==> config.mk <==
export PLATFORM = sky130hd
export DESIGN_NAME = desc_dma
export DESIGN_NICKNAME = d
export VERILOG_FILES = /design/src/rtl/dma_pkg.sv /design/src/rtl/dma_datapath.sv /design/src/rtl/dma_control.sv /design/src/rtl/desc_dma.sv
export SDC_FILE = /design/constraint.sdc
export NUM_CORES = 2
export LEC_CHECK = 0
export BUFFER_PORTS_ARGS = -buffer_cell sky130_fd_sc_hd__buf_2
export CAP_MARGIN = 20
export CORE_MARGIN = 5
export CORE_UTILIZATION = 31
export CTS_BUF_LIST = sky130_fd_sc_hd__clkbuf_8
export DETAILED_ROUTE_END_ITERATION = 12
export SETUP_SLACK_MARGIN = 0.2
export SYNTH_ARGS = -nofsm -noshare
export SYNTH_HDL_FRONTEND = slang
export SYNTH_SLANG_ARGS = --single-unit
==> constraint.sdc <==
create_clock -name clk -period 5.7 [get_ports clk]
set_input_delay 0.57 -clock clk [delete_from_list [all_inputs] [get_ports clk]]
set_output_delay 0.57 -clock clk [all_outputs]
set_load 0.05 [all_outputs]
==> src/rtl/dma_pkg.sv <==
package dma_pkg;

  typedef enum logic [3:0] {
    FLD_SRC     = 4'd0,
    FLD_DST     = 4'd1,
    FLD_MINOR   = 4'd2,
    FLD_CTRL    = 4'd3,
    FLD_MIN_SOF = 4'd4,
    FLD_MIN_DOF = 4'd5,
    FLD_MAJ_SOF = 4'd6,
    FLD_MAJ_DOF = 4'd7,
    FLD_ITER    = 4'd8,
    FLD_HWEN    = 4'd9
  } fieldE;

  typedef enum logic [2:0] {
    ST_IDLE,
    ST_LOAD,
    ST_RD,
    ST_WR,
    ST_WB
  } engStateE;

  // Strobes from the sequencer to the datapath
  typedef struct packed {
    logic loadDesc;
    logic issueRd;
    logic issueWr;
    logic closeMinor;
  } engStrobeT;

endpackage

==> src/rtl/dma_datapath.sv <==
module dma_datapath
  import dma_pkg::*;
#(
  parameter int NUM_CH = 16,
  parameter int ADDR_W = 16,
  parameter int CNT_W  = 8,
  localparam int CH_W  = $clog2(NUM_CH)
) (
  input  logic              clk,
  input  logic              rstN,
  input  engStrobeT         strobe,
  input  logic [CH_W-1:0]   actCh,
  input  logic              cfgWe,
  input  logic [CH_W-1:0]   cfgCh,
  input  logic [3:0]        cfgField,
  input  logic [ADDR_W-1:0] cfgData,
  input  logic [31:0]       memRdata,
  output logic [ADDR_W-1:0] memAddr,
  output logic              memRe,
  output logic              memWe,
  output logic [1:0]        memSize,
  output logic [31:0]       memWdata,
  output logic [CNT_W-1:0]  minorLen,
  output logic              lastIter,
  output logic              intEn
);

  typedef struct packed {
    logic [ADDR_W-1:0] src;
    logic [ADDR_W-1:0] dst;
    logic [CNT_W-1:0]  minorLen;
    logic [CNT_W-1:0]  curIter;
    logic [CNT_W-1:0]  startIter;
    logic [ADDR_W-1:0] minSOff;
    logic [ADDR_W-1:0] minDOff;
    logic [ADDR_W-1:0] majSOff;
    logic [ADDR_W-1:0] majDOff;
    logic              srcInc;
    logic              dstInc;
    logic [1:0]        size;
    logic              intEn;
  } descT;

  descT descRam [NUM_CH];
  descT work;

  logic [ADDR_W-1:0] stepBytes;
  logic [ADDR_W-1:0] srcStep, dstStep;
  logic [ADDR_W-1:0] nextSrc, nextDst;
  logic [CNT_W-1:0]  nextIter;

  always_comb begin
    case (work.size)
      2'd0:    stepBytes = ADDR_W'(1);
      2'd1:    stepBytes = ADDR_W'(2);
      default: stepBytes = ADDR_W'(4);
    endcase
  end

  assign srcStep  = work.srcInc ? stepBytes : '0;
  assign dstStep  = work.dstInc ? stepBytes : '0;
  assign lastIter = (work.curIter <= CNT_W'(1));
  assign nextSrc  = work.src + (lastIter ? work.majSOff : work.minSOff);
  assign nextDst  = work.dst + (lastIter ? work.majDOff : work.minDOff);
  assign nextIter = lastIter ? work.startIter : (work.curIter - CNT_W'(1));

  // Descriptor store: software field writes, engine writeback takes precedence
  always_ff @(posedge clk) begin
    if (cfgWe) begin
      case (fieldE'(cfgField))
        FLD_SRC:     descRam[cfgCh].src      <= cfgData;
        FLD_DST:     descRam[cfgCh].dst      <= cfgData;
        FLD_MINOR:   descRam[cfgCh].minorLen <= cfgData[CNT_W-1:0];
        FLD_CTRL: begin
          descRam[cfgCh].srcInc <= cfgData[0];
          descRam[cfgCh].dstInc <= cfgData[1];
          descRam[cfgCh].size   <= cfgData[3:2];
          descRam[cfgCh].intEn  <= cfgData[4];
        end
        FLD_MIN_SOF: descRam[cfgCh].minSOff  <= cfgData;
        FLD_MIN_DOF: descRam[cfgCh].minDOff  <= cfgData;
        FLD_MAJ_SOF: descRam[cfgCh].majSOff  <= cfgData;
        FLD_MAJ_DOF: descRam[cfgCh].majDOff  <= cfgData;
        FLD_ITER: begin
          descRam[cfgCh].startIter <= cfgData[CNT_W-1:0];
          descRam[cfgCh].curIter   <= cfgData[CNT_W-1:0];
        end
        default: ;
      endcase
    end
    if (strobe.closeMinor) begin
      descRam[actCh].src     <= nextSrc;
      descRam[actCh].dst     <= nextDst;
      descRam[actCh].curIter <= nextIter;
    end
  end

  // Working copy of the active descriptor
  always_ff @(posedge clk or negedge rstN) begin
    if (!rstN) begin
      work <= '0;
    end else if (strobe.loadDesc) begin
      work <= descRam[actCh];
    end else if (strobe.issueWr) begin
      work.src <= work.src + srcStep;
      work.dst <= work.dst + dstStep;
    end
  end

  assign memRe    = strobe.issueRd;
  assign memWe    = strobe.issueWr;
  assign memAddr  = strobe.issueWr ? work.dst : work.src;
  assign memSize  = (work.size == 2'd3) ? 2'd2 : work.size;
  assign memWdata = memRdata;
  assign minorLen = work.minorLen;
  assign intEn    = work.intEn;

  AST_RD_THEN_WR: assert property (@(posedge clk) disable iff (!rstN)
    memRe |=> memWe);
  AST_NO_RW_OVERLAP: assert property (@(posedge clk) disable iff (!rstN)
    !(memRe && memWe));

endmodule

==> src/rtl/dma_control.sv <==
module dma_control
  import dma_pkg::*;
#(
  parameter int NUM_CH = 16,
  parameter int CNT_W  = 8,
  localparam int CH_W  = $clog2(NUM_CH)
) (
  input  logic              clk,
  input  logic              rstN,
  input  logic [NUM_CH-1:0] swStart,
  input  logic [NUM_CH-1:0] hwReq,
  input  logic [NUM_CH-1:0] irqClr,
  input  logic              cfgWe,
  input  logic [CH_W-1:0]   cfgCh,
  input  logic [3:0]        cfgField,
  input  logic              cfgBit,
  input  logic [CNT_W-1:0]  minorLen,
  input  logic              lastIter,
  input  logic              intEn,
  output engStrobeT         strobe,
  output logic [CH_W-1:0]   actCh,
  output logic              minorDone,
  output logic              majorDone,
  output logic [NUM_CH-1:0] irq
);

  engStateE          state;
  logic [CNT_W-1:0]  elemCnt;
  logic [NUM_CH-1:0] swPend, hwEn, pending;
  logic [NUM_CH-1:0] grantMask, actMask;
  logic [NUM_CH-1:0] hwEnNext, irqNext;
  logic [CH_W-1:0]   pickCh;
  logic              pickValid, lastElem, grantNow, hwEnWrite;

  assign pending = swPend | (hwReq & hwEn);

  // Fixed priority: lowest index wins
  always_comb begin
    pickCh    = '0;
    pickValid = 1'b0;
    for (int i = NUM_CH - 1; i >= 0; i--) begin
      if (pending[i]) begin
        pickCh    = CH_W'(i);
        pickValid = 1'b1;
      end
    end
  end

  assign grantNow  = (state == ST_IDLE) && pickValid;
  assign grantMask = grantNow ? (NUM_CH'(1) << pickCh) : '0;
  assign actMask   = NUM_CH'(1) << actCh;
  assign lastElem  = (elemCnt == minorLen - CNT_W'(1));
  assign hwEnWrite = cfgWe && (fieldE'(cfgField) == FLD_HWEN);

  assign minorDone = (state == ST_WB);
  assign majorDone = (state == ST_WB) && lastIter;

  assign strobe.loadDesc   = (state == ST_LOAD);
  assign strobe.issueRd    = (state == ST_RD);
  assign strobe.issueWr    = (state == ST_WR);
  assign strobe.closeMinor = (state == ST_WB);

  always_comb begin
    hwEnNext = hwEn;
    if (majorDone) hwEnNext[actCh] = 1'b0;
    if (hwEnWrite) hwEnNext[cfgCh] = cfgBit;
  end

  assign irqNext = (irq & ~irqClr) | ((majorDone && intEn) ? actMask : '0);

  always_ff @(posedge clk or negedge rstN) begin
    if (!rstN) begin
      state   <= ST_IDLE;
      actCh   <= '0;
      elemCnt <= '0;
      swPend  <= '0;
      hwEn    <= '0;
      irq     <= '0;
    end else begin
      swPend <= (swPend & ~grantMask) | swStart;
      hwEn   <= hwEnNext;
      irq    <= irqNext;
      case (state)
        ST_IDLE: if (pickValid) begin
          actCh <= pickCh;
          state <= ST_LOAD;
        end
        ST_LOAD: begin
          elemCnt <= '0;
          state   <= ST_RD;
        end
        ST_RD: state <= ST_WR;
        ST_WR: begin
          if (lastElem) begin
            state <= ST_WB;
          end else begin
            elemCnt <= elemCnt + CNT_W'(1);
            state   <= ST_RD;
          end
        end
        ST_WB:   state <= ST_IDLE;
        default: state <= ST_IDLE;
      endcase
    end
  end

  AST_MAJOR_WITH_MINOR: assert property (@(posedge clk) disable iff (!rstN)
    majorDone |-> minorDone);
  AST_IRQ_ONLY_ON_MAJOR: assert property (@(posedge clk) disable iff (!rstN)
    (|(irq & ~$past(irq))) |-> $past(majorDone && intEn));
  AST_HWEN_CLEARED: assert property (@(posedge clk) disable iff (!rstN)
    (majorDone && !hwEnWrite) |=> !hwEn[$past(actCh)]);

endmodule

==> src/rtl/desc_dma.sv <==
module desc_dma
  import dma_pkg::*;
#(
  parameter int NUM_CH = 16,
  parameter int ADDR_W = 16,
  parameter int CNT_W  = 8,
  localparam int CH_W  = $clog2(NUM_CH)
) (
  input  logic              clk,
  input  logic              rstN,
  input  logic              cfgWe,
  input  logic [CH_W-1:0]   cfgCh,
  input  logic [3:0]        cfgField,
  input  logic [ADDR_W-1:0] cfgData,
  input  logic [NUM_CH-1:0] swStart,
  input  logic [NUM_CH-1:0] hwReq,
  input  logic [NUM_CH-1:0] irqClr,
  output logic [ADDR_W-1:0] memAddr,
  output logic              memRe,
  output logic              memWe,
  output logic [1:0]        memSize,
  output logic [31:0]       memWdata,
  input  logic [31:0]       memRdata,
  output logic              minorDone,
  output logic              majorDone,
  output logic [CH_W-1:0]   doneCh,
  output logic [NUM_CH-1:0] irq
);

  engStrobeT        strobe;
  logic [CH_W-1:0]  actCh;
  logic [CNT_W-1:0] minorLen;
  logic             lastIter, intEn;

  dma_control #(.NUM_CH(NUM_CH), .CNT_W(CNT_W)) u_ctrl (
    .clk(clk), .rstN(rstN),
    .swStart(swStart), .hwReq(hwReq), .irqClr(irqClr),
    .cfgWe(cfgWe), .cfgCh(cfgCh), .cfgField(cfgField), .cfgBit(cfgData[0]),
    .minorLen(minorLen), .lastIter(lastIter), .intEn(intEn),
    .strobe(strobe), .actCh(actCh),
    .minorDone(minorDone), .majorDone(majorDone), .irq(irq)
  );

  dma_datapath #(.NUM_CH(NUM_CH), .ADDR_W(ADDR_W), .CNT_W(CNT_W)) u_dp (
    .clk(clk), .rstN(rstN),
    .strobe(strobe), .actCh(actCh),
    .cfgWe(cfgWe), .cfgCh(cfgCh), .cfgField(cfgField), .cfgData(cfgData),
    .memRdata(memRdata),
    .memAddr(memAddr), .memRe(memRe), .memWe(memWe), .memSize(memSize),
    .memWdata(memWdata),
    .minorLen(minorLen), .lastIter(lastIter), .intEn(intEn)
  );

  assign doneCh = actCh;

endmodule

-- Yosys cells after proc, flatten, opt, wreduce, memory -nomap -nowiden
Memories as Yosys holds them, arrays and structs flattened.
Index checks and enable logic that the tools add are counted.
- memories: 1
- output and inout bits: 74
- bits of input ports: 107
- register bits: 188
- bits in writable memories: 2000
- memories (memory ; words ; bits a word ; read ports ; clocked after Yosys merged registers in ; wr ports ; line ; RTL):
    u_dp.descRam ; 16 ; 125 ; 1 ; 0 ; 2 ; dma_datapath.sv:44 ; descT descRam [NUM_CH];
- bitwise operators: 10
- shift-type cells: 2
- equal/unequal tests: 18
- order comparisons: 5
- add/sub/neg operators: 7
- multiplexer cells: 85
- reduce and logical (&&, ||, !) cells: 12
- operator list (kind ; count):
    16-bit two-way mux ; 7
    16-bit adder ; 4
    16-bit AND ; 4
    32-bit two-way mux ; 2
    4-bit two-way mux ; 16
    16-bit inverter ; 3
    16-bit bitwise OR ; 3
    1-bit two-way mux ; 47
    1-bit by 4-bit left shift with 16-bit output, first input constant ; 2
    16-bit bitwise mux ; 1
    4-bit by 3-bit equality test with 1-bit output, second input constant ; 4
    8-bit two-way mux ; 2
    8-bit one-hot mux with 2 select lines ; 1
    8-bit by 1-bit subtractor with 8-bit output, second input constant ; 2
    3-bit two-way mux ; 4
    3-bit one-hot mux with 4 select lines ; 1
    4-bit by 5-bit < comparator with 1-bit output, second input constant ; 2
    8-bit by 1-bit adder with 8-bit output, second input constant ; 1
    1-bit demux with 4-bit select ; 2
    4-bit by 2-bit equality test with 1-bit output, second input constant ; 2
    4-bit equality test, second input constant ; 2
    8-bit equality test ; 1
    4-bit by 1-bit greater-or-equal comparator with 1-bit output, second input constant ; 2
    8-bit by 1-bit less-or-equal comparator with 1-bit output, second input constant ; 1
    16 further kinds ; 23

-- Logic depth before layout (Yosys ltp)
- depth in word-level cells: 23
- gate-level depth with buffers: 18

-- Cells and area by module
A second synthesis with hierarchy kept.
- cells, all modules: 5572
- area total of the unflattened synthesis: 93826.2 sq um
- by module, submodules not included (module ; sequential area each (sq um) ; times used ; cells an instance ; area an instance (sq um)):
    dma_datapath ; 63185.6 ; 1 ; 5193 ; 90493.0
    dma_control ; 1576.5 ; 1 ; 379 ; 3333.2

-- Worst setup path before layout
No wires, ideal clock.
- kind: register to register
- start: register u_dp.work[79] in the netlist's numbering
- end: memory u_dp.descRam[0][107] in the netlist's numbering (data pin)
- setup slack: 1274 ps
- clock period less this slack: 4426 ps
- buffers on the path: 4
- cell stages (with the launch flop): 17
- data arrival time: 4156 ps
- path through: dfrtp_1 -> or4_4 -> or3_1 -> buf_6 -> clkbuf_1 -> clkbuf_1 -> nand2_1 -> nand2_1 -> ha_1 -> fa_1 -> a211oi_1 -> o211ai_1 -> a31oi_1 -> nor3_1 -> a211oi_1 -> clkbuf_1 -> a21oi_1
- RTL lines (what ; line ; RTL):
    start: declaration ; dma_datapath.sv:45 ; descT work;
    start signal: assignment ; dma_datapath.sv:103 ; work <= descRam[actCh];
    end: declaration ; dma_datapath.sv:44 ;

==> reports/results.ini <==
[clock_tree]
cts_buffers=342
clock_latency_ns=1.01
clock_sinks=2188
cts_setup_buffers=0
clock_path_buffers=4
cts-root-buf=clkbuf_8
cts_tree=built
cts_max_level=5
path_clk_slew_ns=0.06

[grt]
antenna_found_initial=18
grt_max_degree=145
grt_pass1_vias=56100
grt_use_total_pct=17.4
grt_pass1_wl_mm=396
grt_overflow=0

[critical_path]
cpPeakStageDelay_ns=0.72
r2r_cells=16
cp-start-kind=flop
timing.rr.start=u_dp.work[77]
arrival_ns=5.47
cp-end-kind=flop
rrSetupSlack_ns=0.92
crit_type=reg -> reg
cp_data_required_time_ns=6.39
reg2reg_to=u_dp.descRam[11][107]
worstPathCellList=inv_1, ha_1, o21bai_1, or3_2, buf_12, nand2_1, nand2_1, ha_1, fa_1, a211oi_1, o211ai_1, a31oi_1, nor3_1, a211oi_2, buf_4, a21oi_1
crit_slowest_cell=or3_2
worstPathMaxFanout=23

[yosys]
yosys-top-cells-count=edfxtp_1, nand2_1, mux4_2
synthFlopType=edfxtp_1
yosysSeqAreaShare_pct=69.4
synthArstFlopShare_pct=8.59
synth_top_area_share_pct=64.3
synth_nets=5942
ys_warn_count=0
synth_largest_area_cell=edfxtp_1
synth_area_leaders=edfxtp_1, mux4_2, dfrtp_1, nand2_1, o21ai_0
synth-edff-count=2000
synth.most_common_cell=edfxtp_1
yosys_register_bits=2188
synth_cells=5791
ys_types=68
avgSynthCellArea_um2=16.1
syn_area_mm2=0.0934

[placement]
dp_hpwl_mm=168
io_buffers=116
place_area_mm2=0.0997
gp_congestion=0.909

[timing]
period_share_pct=83.8
finalSetupViolations=0
hold_viol=0
fin_skew_ns=0.0842
final_max_slew_viol_count=0
max_freq_ghz=0.209
worst_pin_slew_ns=1.13
min_period_ns=4.78
rsz0062_at_grt=false
setup_tns_ns=0
slew_headroom_pct=24.1

[floorplanning]
ios=181
core_area_mm2=0.300
initial_core_util_pct=31.1
die_w_um=559
die-area_mm2=0.312
chipHeight_um=559
num_rows=201

[route]
drcViolationCount=0
vias=55300
wl_per_cell_um=26.8
ant_nets=0
drtIter0Drc=6273
routed_wl_mm=277
routed_via_density=5.35
firstDrtPassIters=6

[hold_path]
worstHoldPathCells=1
holdPathEnd=u_dp.descRam[10][5]
hold_path.class=in -> reg
holdCritStartpoint=cfgData[0]

[power]
ir_worst_vdd_mv=0.501
leakage_nw=35.1
power_density_mw_per_mm2=421

[job]
maxCapViolations=0

[cells_and_area]
final_nets=6236
drive_gt1_share_pct=25.4
final_area_mm2=0.107
syn2layout_area_growth_pct=14.2
nFillCells=28100

[outcome]
outcome=completed

==> metal layers <==
| metal | global-route usage [%] | part of all wire, % | routed length (um) |
|---|---|---|---|
| met5 | 0 | 0.018 | 49 |
| met4 | 9.11 | 5.7 | 15900 |
| met3 | 3.95 | 8.8 | 24400 |
| met2 | 28.3 | 48 | 132000 |
| met1 | 21.7 | 38 | 104000 |
==> cell families (layout without fill, tap and decap cells) <==
group,after synthesis,after routing,synth area share (%)
AND/OR/NAND/NOR,1406,1406,6.23
buffers and inverters,516,1078,2.23
flip-flops,2188,2188,69.4
AO/OA/AOI/OAI,914,914,5.46
other,0,14,0
multiplexers,681,681,15.7
XOR/XNOR,42,42,0.402
adder cells (fa/ha/maj),44,44,0.622
==> flip-flops by register name (all words and copies together) (netlist names) <==
register,count
u_ctrl.hwEn,16
u_ctrl.state,3
u_dp.work,116
u_dp.intEn,1
u_ctrl.actCh,4
u_ctrl.swPend,16
u_ctrl.elemCnt,8
u_dp.descRam,2000
u_ctrl.irq,16
u_dp.minorLen,8
==> worst max-delay path by stage <==
stage	from	endpoint	cells past startpoint
final	u_dp.work[77]	u_dp.descRam[11][107]	16
after detailed placement	u_dp.work[79]	u_dp.descRam[11][107]	14
after global placement	u_dp.work[79]	u_dp.descRam[15][107]	14
after CTS	u_dp.work[79]	u_dp.descRam[11][107]	14
after global routing	u_dp.work[78]	u_dp.descRam[5][107]	16
after floorplan	u_dp.work[79]	u_dp.descRam[0][107]	16
==> power by group <==
group          switching (mW)  internal, mW  total (mW)
clock                    6.25          6.71        13.0
sequential              0.674          18.0        18.6
combinational            8.72          4.56        13.3
total                    15.6          29.2        44.9
==> layout make-up <==
| type | count | area, um^2 | area share, % |
|---|---|---|---|
| well taps | 3958 | 4950 | 4.64 |
| repair buffers | 420 | 3270 | 3.06 |
| clock buffers | 368 | 5060 | 4.75 |
| clock inverters | 244 | 1500 | 1.41 |
| diodes | 14 | 35.0 | 0.0328 |
| multi-input cells | 3087 | 26900 | 25.2 |
| flip-flops and latches | 2188 | 64800 | 60.7 |
| inverters | 46 | 173 | 0.162 |
==> cell usage in the layout, fill, tap and decap left out, types with 16 or more instances in the layout <==
| cell type | n |
|---|---|
| a21bo_2 | 16 |
| a21o_1 | 26 |
| a21oi_1 | 142 |
| buf_2 | 107 |
| buf_4 | 251 |
| bufinv_16 | 16 |
| clkbuf_8 | 368 |
| clkinv_1 | 63 |
| clkinv_2 | 39 |
| dfrtp_1 | 183 |
| dlygate4sd3_1 | 33 |
| edfxtp_1 | 2000 |
| ha_1 | 40 |
| inv_1 | 154 |
| mux2_2 | 16 |
| mux2i_1 | 40 |
| mux4_2 | 625 |
| nand2_1 | 832 |
| nand3_1 | 158 |
| nand4_1 | 18 |
| nor2_1 | 228 |
| nor2_2 | 48 |
| nor3_1 | 29 |
| o211ai_1 | 17 |
| o21ai_0 | 544 |
| o21ai_2 | 42 |
| o22ai_1 | 31 |
| o31ai_1 | 18 |
| xnor2_1 | 22 |
| xor2_1 | 18 |
==> stage by stage <==
step / power, mW / setup WS [ns] / hold WS (ns) / std cells / utilization, %
6_report: 44.9 / 0.922 / 0.108 / 10300 / 35.6
5_1_grt: 46.7 / 0.742 / 0.0668 / 10300 / 35.6
4_1_cts: 45.0 / 0.996 / 0.0425 / 10300 / 35.5
3_5_place_dp: 32.1 / 0.989 / 0.468 / 9660 / 33.2
3_3_place_gp: 31.9 / 1.02 / 0.460 / 9653 / 33.2
2_1_floorplan: 26.9 / 1.27 / 0.274 / 5791 / -
==> worst max-delay path, delay by kind of cell (launching register included) <==
kind,cells,cell delay (ns)
AO/OA/AOI/OAI,6,1.44
AND/OR/NAND/NOR,4,0.98
adder cells (fa/ha/maj),3,0.93
buffers and inverters,3,0.67
flip-flops,1,0.44
==> timing repair <==
action                     CTS  global route
hold buffers                33             0
hold endpoints to repair    95             0
setup endpoints to repair    0             0
resized for setup            0             0
(Power assumes the default switching activity.)
